**config.mk**
```make
export PLATFORM = sky130hd
export DESIGN_NAME = wait_unit
export DESIGN_NICKNAME = d
export VERILOG_FILES = /design/src/rtl/wait_unit_pkg.sv /design/src/rtl/wait_sys_counter.sv /design/src/rtl/wait_pin_sync.sv /design/src/rtl/wait_match.sv /design/src/rtl/wait_ctrl.sv /design/src/rtl/wait_unit.sv
export SDC_FILE = /design/constraint.sdc
export NUM_CORES = 1
export LEC_CHECK = 0
export ABC_AREA = 1
export BUFFER_PORTS_ARGS = -buffer_cell sky130_fd_sc_hd__buf_2
export CAP_MARGIN = 40
export CORE_UTILIZATION = 30
export CTS_CLUSTER_SIZE = 25
export DETAILED_ROUTE_END_ITERATION = 10
export PLACE_DENSITY = 0.55
export SLEW_MARGIN = 20
export SYNTH_ARGS = -nofsm -noshare
export SYNTH_HDL_FRONTEND = slang
export SYNTH_SLANG_ARGS = --single-unit
```
**constraint.sdc**
```tcl
create_clock -name clk -period 2.21 [get_ports clk]
set_input_delay 0.5525 -clock clk [delete_from_list [all_inputs] [get_ports clk]]
set_output_delay 0.5525 -clock clk [all_outputs]
set_load 0.02 [all_outputs]
```
**src/rtl/wait_unit_pkg.sv**
```systemverilog
// Shared types for the wait unit: operation codes, controller states and
// a helper that says which operation codes select a counter wait.
package wait_unit_pkg;
    typedef enum logic [1:0] {
        OP_CNT     = 2'b00,
        OP_PIN_EQ  = 2'b01,
        OP_PIN_NE  = 2'b10,
        OP_CNT_ALT = 2'b11
    } wait_op_e;

    typedef enum logic [1:0] {
        ST_IDLE,
        ST_ARM,
        ST_WAIT,
        ST_DRAIN
    } wait_state_e;

    function automatic logic op_is_count(wait_op_e op);
        return (op == OP_CNT) || (op == OP_CNT_ALT);
    endfunction
endpackage

```
**src/rtl/wait_sys_counter.sv**
```systemverilog
// Free-running system counter: clears on reset, then advances by one every
// clock and wraps modulo 2^CNT_W. Assumes nothing about its consumers.
module wait_sys_counter #(
    parameter int CNT_W = 32
) (
    input  logic             clk,
    input  logic             rst_n,
    output logic [CNT_W-1:0] cnt_o
);
    logic [CNT_W-1:0] cnt_q;

    // Advance the counter on every clock.
    always_ff @(posedge clk) begin
        if (!rst_n) cnt_q <= '0;
        else        cnt_q <= cnt_q + 1'b1;
    end

    assign cnt_o = cnt_q;

    assert_cnt_step_R1: assert property (@(posedge clk) disable iff (!rst_n)
        $past(rst_n) |-> cnt_q == $past(cnt_q) + 1'b1);
endmodule

```
**src/rtl/wait_pin_sync.sv**
```systemverilog
// Multi-stage synchronizer for the asynchronous pin vector. Assumes each pin
// is independent; its latency of STAGES clocks is part of the release timing.
module wait_pin_sync #(
    parameter int PIN_W  = 8,
    parameter int STAGES = 2
) (
    input  logic             clk,
    input  logic             rst_n,
    input  logic [PIN_W-1:0] pins_i,
    output logic [PIN_W-1:0] pins_o
);
    logic [PIN_W-1:0] stage_q [STAGES];

    for (genvar g = 0; g < STAGES; g++) begin : g_stage
        if (g == 0) begin : g_first
            // First stage samples the raw pins.
            always_ff @(posedge clk) begin
                if (!rst_n) stage_q[g] <= '0;
                else        stage_q[g] <= pins_i;
            end
        end else begin : g_next
            // Later stages copy the previous stage.
            always_ff @(posedge clk) begin
                if (!rst_n) stage_q[g] <= '0;
                else        stage_q[g] <= stage_q[g-1];
            end
        end
    end

    assign pins_o = stage_q[STAGES-1];
endmodule

```
**src/rtl/wait_match.sv**
```systemverilog
// Combinational condition evaluator: exact counter equality for counter
// waits, masked equality or inequality for pin waits. Assumes PIN_W <= CNT_W.
module wait_match
    import wait_unit_pkg::*;
#(
    parameter int CNT_W = 32,
    parameter int PIN_W = 8
) (
    input  wait_op_e         op_i,
    input  logic [CNT_W-1:0] cnt_i,
    input  logic [CNT_W-1:0] tgt_i,
    input  logic [PIN_W-1:0] mask_i,
    input  logic [PIN_W-1:0] pins_i,
    output logic             hit_o
);
    logic cnt_eq;
    logic pin_eq;

    // Select the condition that the current operation waits for.
    always_comb begin
        cnt_eq = (cnt_i == tgt_i);
        pin_eq = ((pins_i ^ tgt_i[PIN_W-1:0]) & mask_i) == '0;
        unique case (op_i)
            OP_PIN_EQ: hit_o = pin_eq;
            OP_PIN_NE: hit_o = !pin_eq;
            default:   hit_o = cnt_eq;
        endcase
    end
endmodule

```
**src/rtl/wait_ctrl.sv**
```systemverilog
// Wait sequencer: latches a request when idle, spends one arm clock, polls
// the match every clock, then drains two clocks and pulses done. Assumes
// hit_i is valid in the wait state; requests while busy are dropped.
module wait_ctrl
    import wait_unit_pkg::*;
#(
    parameter int CNT_W = 32,
    parameter int PIN_W = 8
) (
    input  logic             clk,
    input  logic             rst_n,
    input  logic             start_i,
    input  wait_op_e         op_i,
    input  logic [CNT_W-1:0] target_i,
    input  logic [CNT_W-1:0] delta_i,
    input  logic [PIN_W-1:0] mask_i,
    input  logic             hit_i,
    input  logic [CNT_W-1:0] cnt_i,
    output wait_op_e         op_o,
    output logic [CNT_W-1:0] tgt_o,
    output logic [PIN_W-1:0] mask_o,
    output logic             busy_o,
    output logic             done_o
);
    wait_state_e      state_q;
    wait_op_e         op_q;
    logic [CNT_W-1:0] tgt_q;
    logic [CNT_W-1:0] delta_q;
    logic [PIN_W-1:0] mask_q;
    logic             drain_q;
    logic             done_q;

    // Step the wait sequence and update the target on a counter release.
    always_ff @(posedge clk) begin
        if (!rst_n) begin
            state_q <= ST_IDLE;
            op_q    <= OP_CNT;
            tgt_q   <= '0;
            delta_q <= '0;
            mask_q  <= '0;
            drain_q <= 1'b0;
            done_q  <= 1'b0;
        end else begin
            done_q <= 1'b0;
            unique case (state_q)
                ST_IDLE: if (start_i) begin
                    op_q    <= op_i;
                    tgt_q   <= target_i;
                    delta_q <= delta_i;
                    mask_q  <= mask_i;
                    state_q <= ST_ARM;
                end
                ST_ARM: state_q <= ST_WAIT;
                ST_WAIT: if (hit_i) begin
                    if (op_is_count(op_q)) tgt_q <= tgt_q + delta_q;
                    drain_q <= 1'b0;
                    state_q <= ST_DRAIN;
                end
                ST_DRAIN: begin
                    if (drain_q) begin
                        state_q <= ST_IDLE;
                        done_q  <= 1'b1;
                    end
                    drain_q <= 1'b1;
                end
                default: state_q <= ST_IDLE;
            endcase
        end
    end

    assign op_o   = op_q;
    assign tgt_o  = tgt_q;
    assign mask_o = mask_q;
    assign busy_o = (state_q != ST_IDLE);
    assign done_o = done_q;

    assert_exact_match_R2: assert property (@(posedge clk) disable iff (!rst_n)
        (state_q == ST_WAIT && hit_i && op_is_count(op_q)) |-> cnt_i == tgt_q);
    assert_min_length_R6: assert property (@(posedge clk) disable iff (!rst_n)
        done_o |-> $past(busy_o, 1) && $past(busy_o, 4));
    assert_done_pulse_R7: assert property (@(posedge clk) disable iff (!rst_n)
        done_o |=> !done_o);
    assert_hold_request_R8: assert property (@(posedge clk) disable iff (!rst_n)
        (state_q != ST_IDLE) |=> $stable(op_q) && $stable(mask_q) && $stable(delta_q));
endmodule

```
**src/rtl/wait_unit.sv**
```systemverilog
// Top of the wait unit: system counter, pin synchronizer, condition
// evaluator and sequencer. Assumes PIN_W <= CNT_W and a single clock domain
// apart from pins_i.
module wait_unit
    import wait_unit_pkg::*;
#(
    parameter int CNT_W       = 32,
    parameter int PIN_W       = 8,
    parameter int SYNC_STAGES = 2
) (
    input  logic             clk,
    input  logic             rst_n,
    input  logic             start_i,
    input  logic [1:0]       op_i,
    input  logic [CNT_W-1:0] target_i,
    input  logic [CNT_W-1:0] delta_i,
    input  logic [PIN_W-1:0] mask_i,
    input  logic [PIN_W-1:0] pins_i,
    output logic             busy_o,
    output logic             done_o,
    output logic [CNT_W-1:0] next_target_o,
    output logic [CNT_W-1:0] cnt_o
);
    logic [CNT_W-1:0] cnt;
    logic [PIN_W-1:0] pins_sync;
    logic [CNT_W-1:0] tgt;
    logic [PIN_W-1:0] mask;
    wait_op_e         op_cur;
    logic             hit;

    wait_sys_counter #(.CNT_W(CNT_W)) u_counter (
        .clk(clk), .rst_n(rst_n), .cnt_o(cnt)
    );

    wait_pin_sync #(.PIN_W(PIN_W), .STAGES(SYNC_STAGES)) u_sync (
        .clk(clk), .rst_n(rst_n), .pins_i(pins_i), .pins_o(pins_sync)
    );

    wait_match #(.CNT_W(CNT_W), .PIN_W(PIN_W)) u_match (
        .op_i(op_cur), .cnt_i(cnt), .tgt_i(tgt), .mask_i(mask),
        .pins_i(pins_sync), .hit_o(hit)
    );

    wait_ctrl #(.CNT_W(CNT_W), .PIN_W(PIN_W)) u_ctrl (
        .clk(clk), .rst_n(rst_n), .start_i(start_i), .op_i(wait_op_e'(op_i)),
        .target_i(target_i), .delta_i(delta_i), .mask_i(mask_i), .hit_i(hit),
        .cnt_i(cnt), .op_o(op_cur), .tgt_o(tgt), .mask_o(mask),
        .busy_o(busy_o), .done_o(done_o)
    );

    assign next_target_o = tgt;
    assign cnt_o         = cnt;
endmodule

```
==> results.json, run 1 <==
{
  "skew_ns": 0.0144,
  "numPortBuffers": 150,
  "grt_pass1_wl_um": 44200,
  "slew_headroom_pct": 65.1,
  "yosysTopAreaCell": "dfxtp_1",
  "hold_violations": 0,
  "startpoint_type": "flip-flop",
  "die_h_um": 167,
  "cp-end-kind": "flip-flop",
  "avgSynthCellArea_um2": 6.09,
  "status": "finished, final reports clean",
  "whs_endpoint": "u_sync.stage_q[0][0]",
  "ir_drop_mv": 0.657,
  "period_needed_ns": 2.12,
  "dr_wl_met2_um": 12400,
  "drt-total-wl_um": 28300,
  "dp.cells": 1837,
  "crit_chain": "inv_2 -> ha_4 -> inv_2 -> a21oi_2 -> nand2_1 -> nor2_2 -> nand2_2 -> nor2_4 -> nand3_4 -> a21boi_4 -> clkbuf_16 -> nand3_2 -> a21oi_2",
  "min_from": "pins_i[0]",
  "num_vias": 8750,
  "highest_layer": "met4",
  "stdcell_count": 1875,
  "grt_use_total_pct": 20.5,
  "layout.nets": 1650,
  "ys_seq_area_share_pct": 31.0,
  "worstMarginPinSlew_ns": 0.519,
  "insertion_delay_ns": 0.43,
  "worstReg2RegStart": "u_ctrl.op_o[0]",
  "synth_area_um2": 8130,
  "hp-class": "primary input to flip-flop",
  "p_leak_nw": 5.31,
  "clkTransAtPathRegs_ns": 0.07,
  "ys_warn_count": 0,
  "setup_tns_ns": 0,
  "dp_hpwl_um": 22200,
  "maxCapViolations": 0,
  "crit_cells": 13,
  "synth_cell_types": 41,
  "clock_path_buffers": 2,
  "max_freq_ghz": 0.472,
  "crit_type": "flip-flop to flip-flop",
  "cts_made_buffers": 17,
  "dr.pass1.iters": 5,
  "cpMaxStageDelayCell": "dfxtp_2",
  "place_ws_ns": 0.0254,
  "cp.required_ns": 2.57,
  "synth_area_leaders": "dfxtp_1 (31%), nand2_1 (20%), inv_1 (8.9%)",
  "grt_setup_unrepaired": "true",
  "slew_violations": 0,
  "wl_per_cell_um": 15.1,
  "met1Wirelength_um": 12900,
  "rows": 59,
  "drt-initial-drc-count": 606,
  "cts_max_level": 4,
  "vias_per_cell": 4.67,
  "top_level_ports": 151,
  "diodes": 0,
  "place.gp.congestion": 0.964,
  "overflow": 0,
  "cp_top_family": "simple AND/OR/NAND/NOR gates",
  "grt_pass1_vias": 8400,
  "antenna_found_initial": 1,
  "fin_crit_sh_pct": 95.8,
  "syn2layout_area_growth_pct": 28.2,
  "ys_seq_elements": 126,
  "drc": 0,
  "cp_max_fo": 7,
  "crit_buf_inv": 3,
  "rr_worst_depth": 13,
  "min_path_cells": 3,
  "netlist.area_leader.share_pct": 31.0,
  "drive_above_1_share_pct": 20.5,
  "cts_tree": "done",
  "synth_cells": 1336,
  "syn_nets": 1459,
  "power_density_nw_per_um2": 1180,
  "fin_ws_ns": 0.0926,
  "cp.arrival_ns": 2.48,
  "dieArea_um2": 27800,
  "grt_max_degree": 43,
  "max_stage_delay_ns": 0.34,
  "start_util_pct": 30.9,
  "ant_nets": 0,
  "die_width_um": 167,
  "clock_sinks": 126,
  "core-area_um2": 26400,
  "setup_viol": 0,
  "r2r-end": "u_ctrl.tgt_o[31]",
  "reg2reg_slack_ns": 0.09,
  "wl_met3_um": 2010,
  "cts_root_buf": "clkbuf_16"
}
-- power breakdown --
group          switching [mW]  internal [mW]
clock network            1.32           1.64
registers               0.457           2.74
logic                    3.77           2.34
total                    5.56           6.72
-- Yosys cell counts, drive strengths merged --
| master | number |
|---|---|
| o21ai | 78 |
| nor3 | 23 |
| nor4 | 1 |
| o21a | 2 |
| a211oi | 2 |
| fa | 1 |
| a21o | 1 |
| and3 | 1 |
| nand2 | 439 |
| or2 | 17 |
| clkbuf | 23 |
| nand3b | 5 |
| buf | 11 |
| nor2 | 170 |
| nor3b | 2 |
| nand3 | 80 |
| a21oi | 76 |
| a31oi | 2 |
| a21boi | 1 |
| and2 | 2 |
| ha | 37 |
| xor2 | 11 |
| xnor2 | 15 |
| inv | 194 |
| nand4 | 11 |
| o21bai | 3 |
| dfxtp | 126 |
| mux2 | 1 |
| clkinv | 1 |
-- per-stage QoR --
step / hold WS, ns / power, mW / instance area, µm² / util [%]
6_report: 0.297 / 12.3 / 10400 / 39.6
5_1_grt: 0.304 / 13.1 / 10400 / 39.6
4_1_cts: 0.282 / 11.8 / 10200 / 38.6
3_5_place_dp: 0.398 / 8.82 / 9560 / 36.3
3_3_place_gp: 0.397 / 8.78 / 9560 / 36.3
2_1_floorplan: 0.390 / 6.82 / 8130 / -
-- logic make-up after synthesis --
family,Yosys count,share of synthesized area (%)
and+or+nand+nor,751,38.7
buffers and inverters,229,10.9
AOI/OAI and AO/OA,165,10.6
DFF,126,31.0
adders and majority gates,38,5.94
xor gates and xnor gates,26,2.80
muxes,1,0.138
-- cell type report --
cell class                      instances  area (µm²)
Clock buffer                           17         425
Clock inverter                         15         180
Fill cell                            2868       15900
Inverter                              195         732
Multi-Input combinational cell        981        4890
Sequential cell                       126        2530
Tap cell                              335         419
Timing Repair Buffer                  206        1250
-- per-layer routing --
metal | up-vias | GRT usage, %
met5 | - | 0
met4 | 0 | 8.29
met3 | 56 | 4.59
met2 | 314 | 33.2
met1 | 3816 | 26.2
li1 | 4564 | -
-- worst reg2reg max path, delay by kind of cell (launching register included) --
| family | cells | cell delay (ns) |
|---|---|---|
| AND/OR/NAND/NOR | 6 | 0.60 |
| AO/OA/AOI/OAI | 3 | 0.52 |
| flip-flops | 1 | 0.34 |
| buffers and inverters | 3 | 0.33 |
| adder cells (fa/ha/maj) | 1 | 0.26 |
-- what timing repair did --
item,4_1_cts,5_1_grt
setup endpoints to repair,0,34
gates resized for setup,0,39
hold endpoints to repair,0,0
setup buffers,0,3
hold buffers,0,0
-- sequential cells by signal (all words and copies together) (netlist names) --
register	flops
u_counter.cnt_o	32
u_ctrl.delta_q	32
u_ctrl.tgt_o	32
u_sync.stage_q	16
u_ctrl.mask_o	8
u_ctrl.op_o	2
u_ctrl.state_q	2
u_ctrl.done_o	1
u_ctrl.drain_q	1
-- placed cells by master (no fill, tap or decap), types with 8 or more instances in the layout --
cell type / instances
inv_1: 190
nand3_2: 9
ha_1: 30
clkbuf_16: 19
nand3_1: 70
or2_2: 17
xor2_1: 11
buf_4: 50
dfxtp_1: 122
nor3_1: 18
buf_2: 150
nor2_2: 8
nor2_1: 158
o21ai_0: 76
xnor2_1: 15
nand2_1: 432
inv_8: 8
a21oi_1: 69
nand4_1: 11
-- worst max-delay path by stage --
stage	startpoint	end	slack, ns
after floorplan	u_ctrl.tgt_o[0]	u_ctrl.tgt_o[16]	0.17
after global placement	u_ctrl.tgt_o[9]	u_ctrl.tgt_o[27]	0.06
after detailed placement	u_ctrl.tgt_o[9]	u_ctrl.tgt_o[19]	0.03
after CTS	u_ctrl.tgt_o[9]	u_ctrl.tgt_o[19]	0.001
after global routing	u_ctrl.delta_q[0]	u_ctrl.tgt_o[16]	-0.03
final	u_ctrl.op_o[0]	u_ctrl.tgt_o[31]	0.09
Power figures use the tool's default switching activity.
==> run 2: changes to the inputs <==
--- a/config.mk
+++ b/config.mk
@@ -15,4 +15,5 @@
 export SLEW_MARGIN = 20
 export SYNTH_ARGS = -nofsm -noshare
 export SYNTH_HDL_FRONTEND = slang
+export SYNTH_HIERARCHICAL = 1
 export SYNTH_SLANG_ARGS = --single-unit
==> run 2 against run 1 <==
  * Non-clock buffer count grew 32
  * Sequential power grew 2%
  * Final cell count grew 6.9%
  * Sequential share of layout area is 0.94 points lower
  * Largest cell class unchanged
  * Global-route usage is 0.80 points lower
  * First-iteration DRC count grew 6.4%
  * Utilization is 0.096 points lower
  * Sequential cell count did not move
  * Highest routed layer unchanged
  * Synthesized area rose by 3.9%
  * Power increased by 1.1%
  * Setup slack got worse by 0.011 ns
  * Clock power about the same
==> results.json, run 2 <==
{
  "max_freq_ghz": 0.470,
  "grt_max_degree": 46,
  "ant_nets": 0,
  "grt_pass1_wl_um": 43200,
  "startpoint_type": "flip-flop",
  "cp-end-kind": "flip-flop",
  "cts_tree": "done",
  "stdcell_count": 2005,
  "ys_seq_area_share_pct": 29.9,
  "slew_violations": 0,
  "ys_warn_count": 6,
  "setup_viol": 0,
  "avgSynthCellArea_um2": 6.08,
  "clock_sinks": 126,
  "place.gp.congestion": 0.940,
  "cts_root_buf": "clkbuf_16",
  "place_ws_ns": -0.0120,
  "yosysTopAreaCell": "dfxtp_1",
  "postCtsHoldBufs": 0,
  "synthTopCellsByCount": "nand2_1 (409), nor2_1 (218), inv_1 (203)",
  "die_width_um": 170,
  "dr.pass1.iters": 5,
  "insertion_delay_ns": 0.44,
  "cp_top_family": "simple AND/OR/NAND/NOR gates",
  "ys_seq_elements": 126,
  "synth_cells": 1390,
  "cpMaxStageDelayCell": "ha_1",
  "drive_above_1_share_pct": 22.7,
  "cts_made_buffers": 17,
  "async_flop_share_pct": 0,
  "p_leak_nw": 5.69,
  "synth_area_leaders": "dfxtp_1 (30%), nand2_1 (18%), nor2_1 (9.7%)",
  "hold_violations": 0,
  "cts_max_level": 4,
  "status": "finished, final reports clean",
  "fin_ws_ns": 0.0814,
  "grt_util_met1_pct": 26.8,
  "drt-initial-drc-count": 645,
  "rows": 61,
  "grtUsageMet3_pct": 3.01,
  "dieArea_um2": 28800,
  "slew_headroom_pct": 57.1,
  "antenna_found_initial": 0,
  "die_h_um": 170,
  "max_stage_delay_ns": 0.38,
  "power_density_nw_per_um2": 1140,
  "cp.arrival_ns": 2.43,
  "grt_use_total_pct": 19.7,
  "hp-class": "primary input to flip-flop",
  "final_core_util_pct": 39.5,
  "clock_path_buffers": 2,
  "crit_buf_inv": 1,
  "dp_hpwl_um": 22400,
  "grt_pass1_vias": 8213,
  "maxCapViolations": 0,
  "syn2layout_area_growth_pct": 29.5,
  "period_needed_ns": 2.13,
  "cp_max_fo": 4,
  "yosys_most_used_dff": "dfxtp_1",
  "p_total_mw": 12.4,
  "diodes": 0,
  "ir_drop_mv": 0.538,
  "worstMarginPinSlew_ns": 0.643,
  "final_cell_mix": "nand2_1 (408), nor2_1 (216), inv_1 (202)",
  "crit_chain": "buf_12 -> ha_1 -> nand2_1 -> nor2_1 -> and2_1 -> nand2_2 -> nand2_2 -> nand2_2 -> nand3_1 -> nand3_1 -> nand2_1 -> a21oi_2",
  "num_vias": 8978,
  "synth-edff-count": 0,
  "grt_setup_unrepaired": "true",
  "skew_ns": 0.0209,
  "vias_per_cell": 4.48,
  "overflow": 0,
  "synth_area_um2": 8450,
  "yosysMostFrequentCell": "nand2_1",
  "start_util_pct": 30.5,
  "grt_busiest_layer": "met2",
  "dp.cells": 1970,
  "drc": 0,
  "final_area_um2": 10900,
  "clkTransAtPathRegs_ns": 0.07,
  "cp.required_ns": 2.51,
  "fin_crit_sh_pct": 96.3,
  "numPortBuffers": 150,
  "crit_type": "flip-flop to flip-flop",
  "core-area_um2": 27700,
  "drt-total-wl_um": 27700,
  "syn_nets": 1513,
  "final_common_cell": "nand2_1",
  "layout.nets": 1737,
  "top_level_ports": 151,
  "grtUsageMet2_pct": 31.5,
  "cpMostUsedCell": "nand2_2",
  "netlist.area_leader.share_pct": 29.9,
  "placed_area_um2": 10200,
  "wl_per_cell_um": 13.8,
  "synth_cell_types": 41
}
## run 2: logic make-up after synthesis
kind of cell	count (synthesis)	share of synthesized area (%)
simple gates	765	38.3
buf+inv	249	11.6
compound gates	182	11.4
flops	126	29.9
fa+ha+maj	38	5.72
xor+xnor	30	3.11
## run 2: what timing repair did
action | in CTS | in global routing
buffers inserted | 0 | 2
setup endpoints to repair | 9 | 32
gates cloned | 0 | 1
gates resized for setup | 2 | 34
pin swaps | 3 | 4
## run 2: worst paths after layout
kind                              from              endpoint  slack (ns)  depth (start not counted)
setup / recovery      u_ctrl/tgt_o[13]      u_ctrl/tgt_o[23]        0.08                         12
hold / removal               pins_i[1]  u_sync/stage_q[0][1]        0.29                          3
setup reg to reg      u_ctrl/tgt_o[13]      u_ctrl/tgt_o[23]        0.08                         12
hold reg to reg   u_sync/stage_q[0][6]  u_sync/stage_q[1][6]        0.42                          2
## run 2: layout make-up
class | instances | area [µm²]
clock buffers | 17 | 425
clock inverters | 15 | 190
fillers | 3050 | 16800
inverters | 216 | 813
multi-input cells | 1015 | 4990
flip-flops and latches | 126 | 2550
well taps | 378 | 473
repair buffers | 238 | 1490
## run 2: where the power goes
group          switching (mW)  internal [mW]
clock                    1.32           1.64
combinational            3.81           2.38
sequential              0.446           2.81
## run 2: layer usage
layer,vias to the layer above,wire length (µm)
li1,4738,-
met5,-,0
met4,0,441
met1,4004,13400
met2,213,12600
met3,23,1290
## run 2: worst min-delay path: cells and delay by family
| family | cells | cell delay, ns |
|---|---|---|
| and+or+nand+nor | 1 | 0.04 |
| buffers and inverters | 2 | 0.11 |
## run 2: metrics by stage
stage / setup TNS [ns] / hold WS (ns)
after floorplan: 0 / 0.386
after global placement: 0 / 0.409
after detailed placement: -0.0139 / 0.411
after CTS: 0 / 0.283
after global routing: -2.11 / 0.289
final: 0 / 0.287
